**src/rtl/ret_hash_pkg.sv**
```systemverilog
package ret_hash_pkg;

  localparam logic [5:0]  PRIMARY_OP = 6'd31;
  localparam logic [9:0]  XO_STORE   = 10'b1011010010;
  localparam logic [9:0]  XO_CHECK   = 10'b1011110010;
  localparam logic [63:0] ZSEQ       = 64'hFA25_61CD_F44A_C398;
  localparam logic [15:0] RCONST     = 16'hFFFC;

  typedef enum logic {OP_STORE = 1'b0, OP_CHECK = 1'b1} hop_e;
  typedef enum logic [1:0] {S_IDLE, S_RUN, S_STORE, S_FIN} hstate_e;

  function automatic logic [15:0] rotl16(input logic [15:0] v, input int unsigned n);
    logic [31:0] w;
    w = {v, v} << n;
    return w[31:16];
  endfunction

  function automatic logic [15:0] rotr16(input logic [15:0] v, input int unsigned n);
    return rotl16(v, 16 - n);
  endfunction

  // one key-schedule step: a = k(i), b = k(i+1), d = k(i+3)
  function automatic logic [15:0] ks_next(input logic [15:0] a, input logic [15:0] b,
                                          input logic [15:0] d, input logic zb);
    logic [15:0] t;
    t = rotr16(d, 3) ^ b;
    return RCONST ^ {15'd0, zb} ^ a ^ t ^ rotr16(t, 1);
  endfunction

  // byte interleave of the operands into {H, L}
  function automatic logic [127:0] pack_block(input logic [63:0] ra, input logic [63:0] rb);
    logic [63:0] h, l;
    h = '0;
    l = '0;
    for (int i = 0; i < 4; i++) begin
      h[8*(7-2*i) +: 8] = rb[8*i +: 8];
      h[16*i +: 8]      = ra[8*(4+i) +: 8];
      l[8*(7-2*i) +: 8] = rb[8*(4+i) +: 8];
      l[16*i +: 8]      = ra[8*i +: 8];
    end
    return {h, l};
  endfunction

endpackage

```
**src/rtl/hash_decode.sv**
```systemverilog
module hash_decode
  import ret_hash_pkg::*;
#(
  parameter int XLEN = 64
) (
  input  logic [31:0]     insn,
  input  logic [XLEN-1:0] a_val,
  output logic            is_store,
  output logic            is_check,
  output logic            ra_zero,
  output logic [XLEN-1:0] ea
);
  localparam int DW = 6;
  localparam int SC = 3;

  logic [DW-1:0]   dfield;
  logic [XLEN-1:0] disp;
  logic            unused_rb;

  assign dfield    = {insn[0], insn[25:21]};
  assign disp      = {{(XLEN-DW-SC){1'b1}}, dfield, {SC{1'b0}}};
  assign is_store  = (insn[31:26] == PRIMARY_OP) && (insn[10:1] == XO_STORE);
  assign is_check  = (insn[31:26] == PRIMARY_OP) && (insn[10:1] == XO_CHECK);
  assign ra_zero   = (insn[20:16] == 5'd0);
  assign ea        = a_val + disp;
  assign unused_rb = ^insn[15:11];
endmodule

```
**src/rtl/hash_key_reg.sv**
```systemverilog
module hash_key_reg #(
  parameter int               XLEN    = 64,
  parameter int               SPR_W   = 10,
  parameter logic [SPR_W-1:0] SPR_NUM = 'h1D4
) (
  input  logic             clk,
  input  logic             rst_n,
  input  logic [SPR_W-1:0] spr_sel,
  input  logic             spr_rd,
  input  logic             spr_wr,
  input  logic [XLEN-1:0]  spr_wdata,
  input  logic             spr_priv,
  output logic [XLEN-1:0]  spr_rdata,
  output logic             spr_fault,
  output logic [XLEN-1:0]  key
);
  logic            hit;
  logic [XLEN-1:0] key_q;

  assign hit       = (spr_sel == SPR_NUM);
  assign spr_fault = hit && (spr_rd || spr_wr) && !spr_priv;
  assign spr_rdata = (hit && spr_rd && spr_priv) ? key_q : '0;
  assign key       = key_q;

  always_ff @(posedge clk) begin
    if (!rst_n)                          key_q <= '0;
    else if (hit && spr_wr && spr_priv)  key_q <= spr_wdata;
  end

  AST_KEY_PROTECT: assert property (@(posedge clk) disable iff (!rst_n)
    !spr_priv |=> $stable(key_q));
endmodule

```
**src/rtl/hash_lane.sv**
```systemverilog
module hash_lane
  import ret_hash_pkg::*;
(
  input  logic        clk,
  input  logic        rst_n,
  input  logic        load,
  input  logic        step,
  input  logic [31:0] x_init,
  input  logic [15:0] ek,
  output logic [31:0] result
);
  logic [15:0] lft, rgt, fmix;

  assign fmix   = (rotl16(lft, 1) & rotl16(lft, 8)) ^ rotl16(lft, 2);
  assign result = {rgt, lft};

  always_ff @(posedge clk) begin
    if (!rst_n) begin
      lft <= '0;
      rgt <= '0;
    end else if (load) begin
      lft <= x_init[15:0];
      rgt <= x_init[31:16];
    end else if (step) begin
      lft <= rgt ^ fmix ^ ek;
      rgt <= lft;
    end
  end
endmodule

```
**src/rtl/hash_core.sv**
```systemverilog
module hash_core
  import ret_hash_pkg::*;
#(
  parameter int ROUNDS = 32
) (
  input  logic         clk,
  input  logic         rst_n,
  input  logic         start,
  input  logic [63:0]  key,
  input  logic [127:0] blk,
  output logic         valid,
  output logic [63:0]  digest
);
  localparam int LANES = 4;
  localparam int RW    = $clog2(ROUNDS);
  localparam logic [RW-1:0] LAST = RW'(ROUNDS - 1);

  logic [RW-1:0] rnd;
  logic          run_q, valid_q;
  logic [15:0]   grp [LANES];
  logic [15:0]   nxt [LANES];
  logic [31:0]   lane_out [LANES];
  logic [5:0]    zpos;

  assign zpos = 6'd63 - 6'({rnd[RW-1:2], 2'b00});

  always_comb begin
    nxt[0] = ks_next(grp[0], grp[1], grp[3], ZSEQ[zpos]);
    nxt[1] = ks_next(grp[1], grp[2], nxt[0], ZSEQ[zpos - 6'd1]);
    nxt[2] = ks_next(grp[2], grp[3], nxt[1], ZSEQ[zpos - 6'd2]);
    nxt[3] = ks_next(grp[3], nxt[0], nxt[2], ZSEQ[zpos - 6'd3]);
  end

  always_ff @(posedge clk) begin
    if (!rst_n) begin
      run_q   <= 1'b0;
      valid_q <= 1'b0;
      rnd     <= '0;
      for (int j = 0; j < LANES; j++) grp[j] <= '0;
    end else if (start) begin
      run_q   <= 1'b1;
      valid_q <= 1'b0;
      rnd     <= '0;
      for (int j = 0; j < LANES; j++) grp[j] <= key[16*(LANES-1-j) +: 16];
    end else if (run_q) begin
      rnd <= rnd + 1'b1;
      if (rnd[1:0] == 2'd3)
        for (int j = 0; j < LANES; j++) grp[j] <= nxt[j];
      if (rnd == LAST) begin
        run_q   <= 1'b0;
        valid_q <= 1'b1;
      end
    end
  end

  for (genvar L = 0; L < LANES; L++) begin : g_lane
    logic [1:0] pick;
    assign pick = rnd[1:0] + 2'(L);
    hash_lane u_lane (
      .clk    (clk),
      .rst_n  (rst_n),
      .load   (start),
      .step   (run_q),
      .x_init (blk[127-32*L -: 32]),
      .ek     (grp[pick]),
      .result (lane_out[L])
    );
  end

  assign valid  = valid_q;
  assign digest = {lane_out[0], lane_out[1]} ^ {lane_out[2], lane_out[3]};

  AST_CORE_RESTART: assert property (@(posedge clk) disable iff (!rst_n)
    start |=> run_q && !valid);
endmodule

```
**src/rtl/ret_hash_unit.sv**
```systemverilog
module ret_hash_unit
  import ret_hash_pkg::*;
#(
  parameter int               ROUNDS  = 32,
  parameter int               SPR_W   = 10,
  parameter logic [SPR_W-1:0] KEY_SPR = 'h1D4
) (
  input  logic             clk,
  input  logic             rst_n,
  input  logic             in_valid,
  output logic             in_ready,
  input  logic [31:0]      in_insn,
  input  logic [63:0]      in_a,
  input  logic [63:0]      in_b,
  input  logic             isa_v31,
  output logic             done,
  output logic             trap,
  output logic             illegal,
  output logic             mem_req,
  output logic             mem_we,
  output logic [63:0]      mem_addr,
  output logic [63:0]      mem_wdata,
  input  logic             mem_ack,
  input  logic [63:0]      mem_rdata,
  input  logic [SPR_W-1:0] spr_sel,
  input  logic             spr_rd,
  input  logic             spr_wr,
  input  logic [63:0]      spr_wdata,
  input  logic             spr_priv,
  output logic [63:0]      spr_rdata,
  output logic             spr_fault
);
  localparam int XLEN = 64;

  hstate_e         state;
  hop_e            op_q;
  logic [XLEN-1:0] ea_q, ld_val, ea_c, key, digest;
  logic            ld_pend, trap_q, ill_q;
  logic            is_store, is_check, ra_zero, accept, go, core_valid;

  hash_decode #(.XLEN(XLEN)) u_decode (
    .insn     (in_insn),
    .a_val    (in_a),
    .is_store (is_store),
    .is_check (is_check),
    .ra_zero  (ra_zero),
    .ea       (ea_c)
  );

  hash_key_reg #(.XLEN(XLEN), .SPR_W(SPR_W), .SPR_NUM(KEY_SPR)) u_key (
    .clk       (clk),
    .rst_n     (rst_n),
    .spr_sel   (spr_sel),
    .spr_rd    (spr_rd),
    .spr_wr    (spr_wr),
    .spr_wdata (spr_wdata),
    .spr_priv  (spr_priv),
    .spr_rdata (spr_rdata),
    .spr_fault (spr_fault),
    .key       (key)
  );

  assign accept = in_valid && in_ready;
  assign go     = accept && isa_v31 && (is_store || is_check) && !ra_zero;

  hash_core #(.ROUNDS(ROUNDS)) u_core (
    .clk    (clk),
    .rst_n  (rst_n),
    .start  (go),
    .key    (key),
    .blk    (pack_block(in_a, in_b)),
    .valid  (core_valid),
    .digest (digest)
  );

  always_ff @(posedge clk) begin
    if (!rst_n) begin
      state   <= S_IDLE;
      op_q    <= OP_STORE;
      ea_q    <= '0;
      ld_val  <= '0;
      ld_pend <= 1'b0;
      trap_q  <= 1'b0;
      ill_q   <= 1'b0;
    end else begin
      unique case (state)
        S_IDLE: if (accept) begin
          trap_q <= 1'b0;
          ill_q  <= 1'b0;
          if (!isa_v31) begin
            state <= S_FIN;
          end else if (!(is_store || is_check) || ra_zero) begin
            ill_q <= 1'b1;
            state <= S_FIN;
          end else begin
            op_q    <= is_check ? OP_CHECK : OP_STORE;
            ea_q    <= ea_c;
            ld_pend <= is_check;
            state   <= S_RUN;
          end
        end
        S_RUN: begin
          if (ld_pend && mem_ack) begin
            ld_val  <= mem_rdata;
            ld_pend <= 1'b0;
          end
          if (core_valid && !ld_pend) begin
            if (op_q == OP_STORE) begin
              state <= S_STORE;
            end else begin
              trap_q <= (ld_val != digest);
              state  <= S_FIN;
            end
          end
        end
        S_STORE: if (mem_ack) state <= S_FIN;
        S_FIN:   state <= S_IDLE;
        default: state <= S_IDLE;
      endcase
    end
  end

  assign in_ready  = (state == S_IDLE);
  assign done      = (state == S_FIN);
  assign trap      = done && trap_q;
  assign illegal   = done && ill_q;
  assign mem_req   = ((state == S_RUN) && ld_pend) || (state == S_STORE);
  assign mem_we    = (state == S_STORE);
  assign mem_addr  = ea_q;
  assign mem_wdata = mem_we ? digest : '0;

  AST_REQ_HOLD: assert property (@(posedge clk) disable iff (!rst_n)
    mem_req && !mem_ack |=> mem_req && $stable(mem_addr) && $stable(mem_we));
  AST_DONE_PULSE: assert property (@(posedge clk) disable iff (!rst_n)
    done |=> !done);
  AST_ILLEGAL_EARLY: assert property (@(posedge clk) disable iff (!rst_n)
    illegal |-> $past(in_valid && in_ready));
  AST_LOAD_IS_CHECK: assert property (@(posedge clk) disable iff (!rst_n)
    mem_req && !mem_we |-> op_q == OP_CHECK);
  AST_TRAP_EXCL: assert property (@(posedge clk) disable iff (!rst_n)
    !(trap && illegal));
endmodule

```
**config.mk**
```make
export PLATFORM = sky130hd
export DESIGN_NAME = ret_hash_unit
export DESIGN_NICKNAME = d
export VERILOG_FILES = /design/src/rtl/ret_hash_pkg.sv /design/src/rtl/hash_decode.sv /design/src/rtl/hash_key_reg.sv /design/src/rtl/hash_lane.sv /design/src/rtl/hash_core.sv /design/src/rtl/ret_hash_unit.sv
export SDC_FILE = /design/constraint.sdc
export NUM_CORES = 1
export LEC_CHECK = 0
export BUFFER_PORTS_ARGS = -buffer_cell sky130_fd_sc_hd__buf_2
export CAP_MARGIN = 25
export CORE_ASPECT_RATIO = 1.1
export CORE_UTILIZATION = 57
export DETAILED_ROUTE_END_ITERATION = 6
export PLACE_DENSITY = 0.84
export SLEW_MARGIN = 20
export SYNTH_ARGS = -nofsm -noshare
export SYNTH_HDL_FRONTEND = slang
export SYNTH_SLANG_ARGS = --single-unit
```
**constraint.sdc**
```tcl
create_clock -name clk -period 3.1 [get_ports clk]
set_input_delay 0.155 -clock clk [delete_from_list [all_inputs] [get_ports clk]]
set_output_delay 0.155 -clock clk [all_outputs]
set_load 0.02 [all_outputs]
```
==> run_results.csv <==
group,metric,value,unit
clocking,cts_made_buffers,44,
sta,skew,0.0281,ns
synth,ys_types,69,
sta,max_freq,0.335,GHz
synth,ys.flop_type,"dfxtp_1",
run,drv_cap,0,
clocking,cts_max_path_buffers,3,
synth,ys_async_sr_fraction,0,%
pwr,power.share.clock,40.9,%
critical_path,critPathKind,"register to register",
synth,synth_top_area_cell,"dfxtp_1",
sta,rsz0062_at_grt,"no",
clocking,cts_tree,"done",
pwr,power_frac_seq,37.0,%
cells_and_area,drive_above_1_share,21.8,%
sta,drv_slew,0,
placed_design,place_inst,3754,
sta,fin_crit,2.98,ns
grt,grt_pass1_wl,150000,um
synth,ys_seq_area_share,32.9,%
synth,synth_area_per_cell,9.20,um^2
placed_design,port_buffers,499,
floorplanning,die_w,207,um
pwr,power_frac_comb,22.0,%
clocking,insertion_delay,0.60,ns
pwr,ir_drop,0.365,mV
critical_path,cp-start-kind,"register",
floorplanning,num_rows,82,
sta,setup_violations,0,
grt,use_met1,50.3,%
sta,slew_headroom,30.7,%
synth,syn-num-nets,3176,
cells_and_area,final_cell_count_no_fill,4131,
clocking,numClockSinks,399,
sta,worst_pin_slew,1.03,ns
sta,setup_tns,0,ns
floorplanning,start_util,57.7,%
pwr,netSwitchingFraction,27.4,%
placed_design,gp_congestion,1.02,
drt,drt_first_pass_iters,7,
drt,wl,103000,um
pwr,p_leak,15.0,nW
critical_path,cp-end-kind,"register",
grt,track_usage,43.0,%
sta,hold_violations,0,
grt,busiest_layer,"met2",
critical_path,path_cells,"xnor2_2 > xnor3_2 > xor3_1 > xnor2_2 > xor2_1 > xnor2_1 > a22o_1",
placed_design,dp_hpwl,72000,um
pwr,switching_power,0.00399,W
floorplanning,dieArea,0.0469,mm^2
synth,yosysWarnings,0,
synth,synth_top_area_share,25.6,%
clocking,cts_setup_buffers,0,
grt,antenna_found_initial,1,
clocking,clk_pin_slew,0.06,ns
pwr,p_per_area,430,mW/mm^2
cells_and_area,nets,3828,
critical_path,max_stage_delay,0.61,ns
drt,vias,25300,
synth,synth_most_common_cell,"nand2_1",
clocking,cts.root.buffer_cell,"clkbuf_16",
min_path,hold_class,"primary input to register",
drt,postRouteAntennaNets,0,
synth,ys_ff_latch,399,
grt,grt_max_degree,144,
floorplanning,core_region_area,0.0455,mm^2
run_status,violations,"design-rule violations",
synth,synth-edff-count,64,
critical_path,cp_slowest_cell,"edfxtp_1",
cells_and_area,area_growth,28.9,%
run_status,outcome,"finished, violations left",
clocking,h-tree-depth,2,
drt,drt_first_iter_violations,3284,
drt,via_per_inst,6.13,
grt,use_met3,8.14,%
synth,synth.area.top_cells,"dfxtp_1 (26%), xnor2_1 (11%), nand2_1 (8.5%), edfxtp_1 (7.3%), xor2_1 (6.9%)",
grt,grt_use_met2,70.1,%
grt,grt_pass1_vias,24900,
critical_path,crit_top_cell,"xnor2_2",
sta,timing.final.crit_share,96.2,%
floorplanning,fp.dieH,227,um
drt,wl_per_cell,24.9,um
synth,synthTopCellsByCount,"nand2_1 (594), dfxtp_1 (335), xnor2_1 (318)",
grt,grt_overflow,0,
cells_and_area,utilization,74.4,%
critical_path,path_max_fanout,7,
synth,syn_inst,2852,
critical_path,worst_ep_arrival_time,3.32,ns
synth,syn_area,0.0262,mm^2
critical_path,crit_required,3.44,ns
floorplanning,ios,505,
pwr,p_int,0.0106,W
drt,drc,97,
-- cells in the final DEF (no fill, tap or decap), types with 8 or more instances in the layout --
cell           Yosys  layout
nand3_1           10       8
a21oi_1           66      66
o21ai_0           98      98
dlygate4sd3_1      0     292
clkbuf_1         224       8
xnor2_2           11      11
nor4_1            21      21
xnor3_1           37      37
buf_12             0      10
buf_4              1      84
nand4_1           11      11
a211oi_1          13      13
xor3_1            15      15
xor2_1           208     208
edfxtp_1          64      64
dfxtp_1          335     333
xnor2_1          318     318
o211a_1           73      73
nor3_1             9       9
o211ai_1          65      65
nor2b_1           13      13
a22o_1            20      20
and2_1           129     128
clkbuf_8           0       9
mux2i_1           69      69
a21boi_0         198     198
inv_1             11      11
nand2_1          594     594
mux4_2            60      60
buf_2             23     498
nor2_1            18      17
or4_1             15      15
clkbuf_16          0      48
ha_1              17      17
-- metrics by stage --
stage | setup WS (ns) | instance area (um^2) | power (W) | hold slack [ns]
2_1_floorplan | 0.423 | 26200 | 0.00748 | 0.300
3_3_place_gp | 0.221 | 29200 | 0.00830 | 0.399
3_5_place_dp | 0.160 | 29200 | 0.00835 | 0.401
4_1_cts | 0.146 | 33800 | 0.0145 | 0.00213
5_1_grt | 0.0160 | 33800 | 0.0149 | 0.0141
6_report | 0.119 | 33800 | 0.0145 | 0.0218
-- metal layers --
metal  wire length (um)  vias up
met4               8680        0
met1              36400    12200
li1                   -    11000
met2              47800     1753
met3              10100      430
met5                  0        -
-- worst max-delay path, delay by kind of cell (launching register included) --
family	cells	cell delay (ns)
DFF	1	0.61
xor gates and xnor gates	6	1.93
AOI/OAI and AO/OA	1	0.19
-- power groups by stage --
stage	registers, W	clock network, W	logic (W)
2_1_floorplan	0.00544	0	0.00204
3_3_place_gp	0.00549	0	0.00282
3_5_place_dp	0.00549	0	0.00285
4_1_cts	0.00538	0.00595	0.00313
5_1_grt	0.00538	0.00616	0.00336
6_report	0.00538	0.00596	0.00321
-- sequential cells by signal, summed over array words and instances, names as in the netlist, named ones only --
register	count
ld_pend	1
u_core.run_q	1
u_core.valid	1
state	2
u_core.grp	64
u_core.g_lane.u_lane.rgt	64
op_q	1
u_key.key	64
mem_addr	64
ld_val	64
u_core.rnd	5
ill_q	1
u_core.g_lane.u_lane.lft	64
trap_q	1
-- worst paths after layout --
kind	slack (ns)	endpoint	startpoint	depth (start not counted)
setup / recovery	0.12	u_core.grp[3][8]$_DFFE_PP_	u_core.grp[3][6]$_DFFE_PP_	7
hold / removal	0.02	mem_addr[3]$_SDFFE_PN0P_	in_a[3]	4
setup reg to reg	0.12	u_core.grp[3][8]$_DFFE_PP_	u_core.grp[3][6]$_DFFE_PP_	7
hold reg to reg	0.47	mem_addr[3]$_SDFFE_PN0P_	mem_addr[3]$_SDFFE_PN0P_	2
-- cells by family (layout without fill, tap and decap cells) --
logic type      after synthesis  count (layout)  synth area share (%)
compound gates              556             556                  15.2
flops                       399             399                  32.9
other cells                   0               3                     0
buf+inv                     290             978                  4.32
simple gates                857             857                  14.8
mux                         134             134                  8.23
xor+xnor                    598             598                  23.6
fa+ha+maj                    18              18                 0.887
-- layout make-up --
class                      count  area (um^2)
tap                          588          736
inverter                      11         41.3
sequential                   399         8630
fill                        3055        11700
timing repair buffer         885         6260
multi-input combinational   2163        16500
antenna                        3         7.51
clock inverter                17          277
clock buffer                  65         1360
-- repair_timing --
action / in CTS / in global routing
hold endpoints to repair: 296 / 0
resized for setup: 0 / 0
hold buffers: 292 / 0
Note: power is estimated with default switching activity, not from simulation.
